<file path="src/rtl/sb_pkg.sv">
package sb_pkg;
  typedef enum logic [2:0] {
    PIPE_FX1 = 3'd0,
    PIPE_FX2 = 3'd1,
    PIPE_LS1 = 3'd2,
    PIPE_LS2 = 3'd3,
    PIPE_VS  = 3'd4
  } pipe_e;

  typedef enum logic [2:0] {
    OP_SIMPLE = 3'd0,
    OP_LOAD   = 3'd1,
    OP_MUL    = 3'd2,
    OP_DIV32  = 3'd3,
    OP_DIV64  = 3'd4
  } op_e;

  localparam int PIPE_W = 3;
  localparam int OP_W   = 3;
endpackage

</file>
<file path="src/rtl/sb_lat_calc.sv">
module sb_lat_calc
  import sb_pkg::*;
#(
  parameter int CNT_W      = 7,
  parameter int LAT_SIMPLE = 1,
  parameter int LAT_MUL    = 4,
  parameter int LAT_DIV32  = 36,
  parameter int LAT_DIV64  = 68,
  parameter int LAT_LD_VS  = 3
) (
  input  logic [OP_W-1:0]  op_i,
  output logic [CNT_W-1:0] init_o,
  output logic             is_load_o
);
  // init = worst-case distance - 1; non-load worst case is cross pipe = LAT + 1
  always_comb begin
    is_load_o = 1'b0;
    case (op_i)
      OP_LOAD: begin
        init_o    = CNT_W'(LAT_LD_VS - 1);
        is_load_o = 1'b1;
      end
      OP_MUL:   init_o = CNT_W'(LAT_MUL);
      OP_DIV32: init_o = CNT_W'(LAT_DIV32);
      OP_DIV64: init_o = CNT_W'(LAT_DIV64);
      default:  init_o = CNT_W'(LAT_SIMPLE);
    endcase
  end
endmodule

</file>
<file path="src/rtl/sb_entry.sv">
module sb_entry
  import sb_pkg::*;
#(
  parameter int CNT_W = 7
) (
  input  logic              clk_i,
  input  logic              rst_ni,
  input  logic              load_i,
  input  logic [CNT_W-1:0]  init_i,
  input  logic [PIPE_W-1:0] pipe_i,
  input  logic              is_load_i,
  output logic [CNT_W-1:0]  cnt_o,
  output logic [PIPE_W-1:0] pipe_o,
  output logic              is_load_o
);
  always_ff @(posedge clk_i or negedge rst_ni) begin
    if (!rst_ni) begin
      cnt_o     <= '0;
      pipe_o    <= '0;
      is_load_o <= 1'b0;
    end else if (load_i) begin
      cnt_o     <= init_i;
      pipe_o    <= pipe_i;
      is_load_o <= is_load_i;
    end else if (cnt_o != '0) begin
      cnt_o <= cnt_o - 1'b1;
    end
  end

  AST_LOAD_REPLACES: assert property (@(posedge clk_i) disable iff (!rst_ni)
    load_i |=> (cnt_o == $past(init_i)) && (pipe_o == $past(pipe_i)));
  AST_COUNT_STEP: assert property (@(posedge clk_i) disable iff (!rst_ni)
    (!load_i && cnt_o != '0) |=> cnt_o == $past(cnt_o) - 1'b1);
  AST_COUNT_FLOOR: assert property (@(posedge clk_i) disable iff (!rst_ni)
    (!load_i && cnt_o == '0) |=> cnt_o == '0);
endmodule

</file>
<file path="src/rtl/sb_query.sv">
module sb_query
  import sb_pkg::*;
#(
  parameter int NUM_REGS = 32,
  parameter int CNT_W    = 7,
  parameter int LD_SLACK = 1,
  localparam int REG_W   = $clog2(NUM_REGS)
) (
  input  logic                              clk_i,
  input  logic                              rst_ni,
  input  logic [NUM_REGS-1:0][CNT_W-1:0]    cnt_i,
  input  logic [NUM_REGS-1:0][PIPE_W-1:0]   pipe_i,
  input  logic [NUM_REGS-1:0]               ld_i,
  input  logic                              wr_valid_i,
  input  logic [REG_W-1:0]                  wr_reg_i,
  input  logic [REG_W-1:0]                  q_reg_i,
  input  logic [PIPE_W-1:0]                 q_pipe_i,
  output logic                              rdy_o
);
  logic [CNT_W-1:0]  sel_cnt;
  logic [PIPE_W-1:0] sel_pipe;
  logic              sel_ld;
  logic [CNT_W-1:0]  slack;
  logic              wr_hit;

  assign sel_cnt  = cnt_i[q_reg_i];
  assign sel_pipe = pipe_i[q_reg_i];
  assign sel_ld   = ld_i[q_reg_i];
  assign wr_hit   = wr_valid_i && (wr_reg_i == q_reg_i);

  // fast path gets one more cycle of slack against the worst-case counter
  always_comb begin
    if (sel_ld) slack = (q_pipe_i == PIPE_VS) ? '0 : CNT_W'(LD_SLACK);
    else        slack = (q_pipe_i == sel_pipe) ? CNT_W'(1) : '0;
  end

  assign rdy_o = !wr_hit && (sel_cnt <= slack);

  AST_WRITE_BLOCKS: assert property (@(posedge clk_i) disable iff (!rst_ni)
    wr_hit |-> !rdy_o);
endmodule

</file>
<file path="src/rtl/operand_ready_sb.sv">
module operand_ready_sb
  import sb_pkg::*;
#(
  parameter int NUM_REGS   = 32,
  parameter int NUM_QRY    = 2,
  parameter int LAT_SIMPLE = 1,
  parameter int LAT_MUL    = 4,
  parameter int LAT_DIV32  = 36,
  parameter int LAT_DIV64  = 68,
  parameter int LAT_LD_FX  = 2,
  parameter int LAT_LD_VS  = 3,
  localparam int REG_W     = $clog2(NUM_REGS)
) (
  input  logic                           clk_i,
  input  logic                           rst_ni,
  input  logic                           wr_valid_i,
  input  logic [REG_W-1:0]               wr_reg_i,
  input  logic [2:0]                     wr_pipe_i,
  input  logic [2:0]                     wr_op_i,
  input  logic [NUM_QRY-1:0][REG_W-1:0]  q_reg_i,
  input  logic [NUM_QRY-1:0][2:0]        q_pipe_i,
  output logic [NUM_QRY-1:0]             q_rdy_o
);
  localparam int MAX_A   = (LAT_DIV64 > LAT_DIV32) ? LAT_DIV64 : LAT_DIV32;
  localparam int MAX_B   = (LAT_MUL > LAT_SIMPLE) ? LAT_MUL : LAT_SIMPLE;
  localparam int MAX_AB  = (MAX_A > MAX_B) ? MAX_A : MAX_B;
  localparam int MAX_CNT = (MAX_AB > LAT_LD_VS - 1) ? MAX_AB : LAT_LD_VS - 1;
  localparam int CNT_W   = $clog2(MAX_CNT + 1);
  localparam int LD_SLACK = LAT_LD_VS - LAT_LD_FX;

  logic [CNT_W-1:0]                  init_cnt;
  logic                              init_ld;
  logic [NUM_REGS-1:0][CNT_W-1:0]    cnt;
  logic [NUM_REGS-1:0][PIPE_W-1:0]   pipe;
  logic [NUM_REGS-1:0]               ld;

  sb_lat_calc #(
    .CNT_W(CNT_W), .LAT_SIMPLE(LAT_SIMPLE), .LAT_MUL(LAT_MUL),
    .LAT_DIV32(LAT_DIV32), .LAT_DIV64(LAT_DIV64), .LAT_LD_VS(LAT_LD_VS)
  ) i_lat (
    .op_i     (wr_op_i),
    .init_o   (init_cnt),
    .is_load_o(init_ld)
  );

  for (genvar g = 0; g < NUM_REGS; g++) begin : g_entry
    sb_entry #(.CNT_W(CNT_W)) i_entry (
      .clk_i    (clk_i),
      .rst_ni   (rst_ni),
      .load_i   (wr_valid_i && (wr_reg_i == REG_W'(g))),
      .init_i   (init_cnt),
      .pipe_i   (wr_pipe_i),
      .is_load_i(init_ld),
      .cnt_o    (cnt[g]),
      .pipe_o   (pipe[g]),
      .is_load_o(ld[g])
    );
  end

  for (genvar q = 0; q < NUM_QRY; q++) begin : g_query
    sb_query #(
      .NUM_REGS(NUM_REGS), .CNT_W(CNT_W), .LD_SLACK(LD_SLACK)
    ) i_query (
      .clk_i     (clk_i),
      .rst_ni    (rst_ni),
      .cnt_i     (cnt),
      .pipe_i    (pipe),
      .ld_i      (ld),
      .wr_valid_i(wr_valid_i),
      .wr_reg_i  (wr_reg_i),
      .q_reg_i   (q_reg_i[q]),
      .q_pipe_i  (q_pipe_i[q]),
      .rdy_o     (q_rdy_o[q])
    );
  end
endmodule

</file>
<file path="config.mk">
export PLATFORM = sky130hd
export DESIGN_NAME = operand_ready_sb
export DESIGN_NICKNAME = d
export VERILOG_FILES = /design/src/rtl/sb_pkg.sv /design/src/rtl/sb_lat_calc.sv /design/src/rtl/sb_entry.sv /design/src/rtl/sb_query.sv /design/src/rtl/operand_ready_sb.sv
export SDC_FILE = /design/constraint.sdc
export NUM_CORES = 1
export LEC_CHECK = 0
export ABC_AREA = 1
export ABC_CLOCK_PERIOD_IN_PS = 4059
export BUFFER_PORTS_ARGS = -buffer_cell sky130_fd_sc_hd__buf_4
export CAP_MARGIN = 20
export CORE_ASPECT_RATIO = 0.9
export CORE_MARGIN = 2
export CORE_UTILIZATION = 38
export CTS_BUF_LIST = sky130_fd_sc_hd__clkbuf_16
export DETAILED_ROUTE_END_ITERATION = 12
export SLEW_MARGIN = 20
export SYNTH_ARGS = -nofsm -noshare
export SYNTH_HDL_FRONTEND = slang
export SYNTH_HIERARCHICAL = 1
export SYNTH_SLANG_ARGS = --single-unit
</file>
<file path="constraint.sdc">
create_clock -name clk_i -period 4.06 [get_ports clk_i]
set_input_delay 1.015 -clock clk_i [delete_from_list [all_inputs] [get_ports clk_i]]
set_output_delay 1.015 -clock clk_i [all_outputs]
set_load 0.1 [all_outputs]
</file>
==> summary.md <==
| Metric | Value |
|---|---|
| Seq pwr share | `0.357` |
| PwrDens | `622.5 mW/mm^2` |
| Final period utilization | `1.059` |
| Nets | `~4200` |
| Largest net degree at the start of global routing | `between 80 and 90` |
| Mapped Area | `roughly 0.028 mm^2` |
| DRC | `0` |
| Root buffer cell | `clkbuf_16` |
| WP data arrival | `between 3 and 4 ns` |
| Clk_lat worst skew | `0.58 ns` |
| Final instance area | `approximately 0.032 mm^2` |
| Num CTS Buffers | `43` |
| # fillers | `7547` |
| Global Route Usage Sum | `0.2396` |
| Slowest stage delay, CP | `0.26 ns` |
| Mux contribution to synthesized area | `0` |
| Initial drt markers | `~2700` |
| CP startpoint kind | `input port` |
| Post-synthesis cell count | `slightly above 4000` |
| Most frequent cells in the layout | `1235 x nand2_1, 499 x nor2_1, 387 x nand3_1, 367 x inv_1, 352 x dfrtp_1` |
| Slew Limit Fails | `0` |
| Hold slack | `around 0.4 ns` |
| Maximum vdd drop | `about 290 uV` |
| CP max FO | `12` |
| Dominant combinational cell family by area after synthesis | `simple AND/OR/NAND/NOR gates` |
| Dpl cell area | `0.02936 mm^2` |
| Antenna Nets Post-Route | `0` |
| Routed wire per std cell | `17.81 um` |
| Crit path cell chain | `buf_16 > buf_4 > nand2_1 > a32o_1 > o211ai_1 > buf_4 > nand3_1 > and2_1 > ha_4 > o22ai_1 > inv_1 > nand2_2 > nor2_4 > buf_12` |
| CTS clk-pin slew, worst paths | `roughly 0.060 ns` |
| Distinct cells, synth | `42` |
| HPWL Detailed | `about 62 mm` |
| Clk_skew | `0.01900 ns` |
| Number of global-route vias before repair | `24987` |
| Port-buffer cells | `31` |
| CTS sink count | `about 350` |
| RSZ-0062 raised after global routing | `true` |
| Switch share | `0.4643` |
| Clk network pwr share | `0.193` |
| Die area | `0.07557 mm^2` |
| Pwr Total | `between 15 and 20 mW` |
| Height of the die | `around 260 um` |
| Commonest non-fill, non-tap cell in the layout | `nand2_1` |
| Outcome | `complete, but fails checks` |
| Sequential-to-total area share from yosys stat | `0.3159` |
| Minimum clock period | `4.298 ns` |
| Critical Path RT | `just over 3 ns` |
| Post-Synth Simple-Gate Area | `0.4269` |
| Critical path class | `input port to output port` |
| Final setup fails | `2` |
| Hold buffer count at cts | `0` |
| CTS tree | `done` |
| Leakage dissipation | `16.10 nW` |
| Synth Area per Inst | `slightly below 7 um^2` |
| XOR/XNOR Fraction of Synth Area | `0.0006282` |
| Core footprint | `0.07292 mm^2` |
| Final core utilization | `0.4371` |
| P_sw | `9.214 mW` |
| Max-cap violations | `0` |
| Violated checks | `negative setup slack` |
| First-pass GRT wire length | `143.1 mm` |
| Share of layout cells above drive strength 1 | `0.1561` |
| CP max-delay cell | `ha_4` |
| CP Capture Type | `output port` |
| CTS max path bufs | `3` |
| Cell internal pwr | `10.63 mW` |
| Leading area contributor after synthesis | `dfrtp_1` |
| GP Congestion | `0.9242` |
| Worst slew pin tran | `~0.88 ns` |
| Vias per inst | `approximately 5.2` |
| Initial antenna violation count | `0` |
| Initial Utilization | `0.3824` |
| Achievable Freq | `roughly 230 MHz` |
| Post-Synth Adder-Cell Area | `0.02961` |
| CTS H-tree lvls | `2` |
| Synth warn | `6` |
| CP dominant cell by count | `buf_4` |
| Synth-to-Final Area Change | `14.31%` |
| Slew headroom | `0.4102` |
| GRT overflow | `0` |
| Dominant cells by area after synthesis | `dfrtp_1 32%, nand2_1 17%, nand3_1 7.6%` |
| Total detailed-routing wirelength | `91.36 mm` |
| DR vias | `26910` |
| IO Pins | `32` |
| First-pass DRT Iterations | `6` |
| Die W | `roughly 290 um` |
| Hold Vio Cnt, Final | `0` |
| Row count | `94` |
| Synth Register Bits | `352` |
| Family with the most delay on the worst path | `buffers and inverters` |
| Compound-Gate Fraction of Synth Area | `0.1073` |
| Combinational Power Share | `0.450` |
| WP buf/inv | `5` |
| Setup TNS | `-0.4676 ns` |
| Top-area cell type share of the netlist area | `0.3159` |
| Post-layout worst setup margin | `-0.2379 ns` |
| Hold crit path type | `input port to async pin` |
## synth_stat cells, drive strengths merged
master	number
a211oi	32
a21oi	158
a221oi	2
a32o	4
and2	2
buf	133
clkbuf	38
conb	1
dfrtp	352
ha	66
inv	399
nand2	1299
nand3	455
nand3b	2
nand4	40
nor2	636
nor3	74
o211ai	16
o21ai	199
o221ai	2
o22ai	84
o31ai	10
or2	20
or3	2
xor2	2
## kinds of logic (layout without fill, tap and decap cells)
group	count (synthesis)	after routing
simple gates	2530	2530
buf+inv	570	711
compound gates	507	507
flops	352	352
fa+ha+maj	66	66
xor+xnor	2	2
other cells	1	3
## worst paths after layout
check / start / slack, ns / cells after the start / endpoint
worst max register to register: g_entry[14].i_entry/cnt_o[0] / 2.60 / 8 / g_entry[14].i_entry/cnt_o[6]
min in group clk_i: g_entry[20].i_entry/is_load_o / 0.50 / 2 / g_entry[20].i_entry/is_load_o
worst min register to register: g_entry[20].i_entry/is_load_o / 0.50 / 2 / g_entry[20].i_entry/is_load_o
worst min-delay path: rst_ni / 0.41 / 1 / g_entry[15].i_entry/cnt_o[2]
max in group asynchronous: rst_ni / 2.72 / 2 / g_entry[17].i_entry/cnt_o[1]
worst max-delay path: q_reg_i[0] / -0.24 / 14 / q_rdy_o[0]
## per-stage QoR
step,instances,setup WS [ns]
floorplan,4029,-0.2854
global placement,5019,-0.4555
detailed placement,5019,-0.4602
CTS,5113,-0.1456
global route,5130,-0.3351
finish,5131,-0.2379
## layer usage
layer	GRT usage	vias to the layer above	wire (um)
li1	-	13259	-
met1	0.3496	12624	43100
met2	0.3587	890	39050
met3	0.04730	137	7152
met4	0.06652	0	2063
met5	0	-	0
## flip-flops by register name, summed over array words and instances (netlist names)
name	flops
g_entry.i_entry/pipe_o	96
g_entry.i_entry/cnt_o	224
g_entry.i_entry/is_load_o	32
## power by group through the flow
stage | logic, mW | registers [mW] | clock network, mW
final | 8.92 | 7.09 | 3.83
after global placement | 8.52 | 7.13 | 0
after global routing | 10.2 | 7.32 | 4.07
after detailed placement | 8.65 | 7.10 | 0
after floorplan | 7.15 | 6.40 | 0
after CTS | 8.78 | 7.07 | 3.93
## cell type report
type	count	area (um^2)	share of cell area
Multi-Input combinational cell	3107	16090	0.5049
Tap cell	960	1201	0.03768
Sequential cell	352	8808	0.2763
Antenna cell	1	2.502	0.00007850
Timing Repair Buffer	235	2592	0.08133
Inverter	399	1815	0.05695
Clock inverter	32	236.5	0.007418
Clock buffer	45	1126	0.03533
## what timing repair did
action | 4_1_cts | 5_1_grt
buffers inserted | 8 | 15
cloned | 9 | 7
resized for setup | 67 | 81
pin swaps | 24 | 51
setup endpoints to repair | 2 | 2
Power figures use the tool's default switching activity.
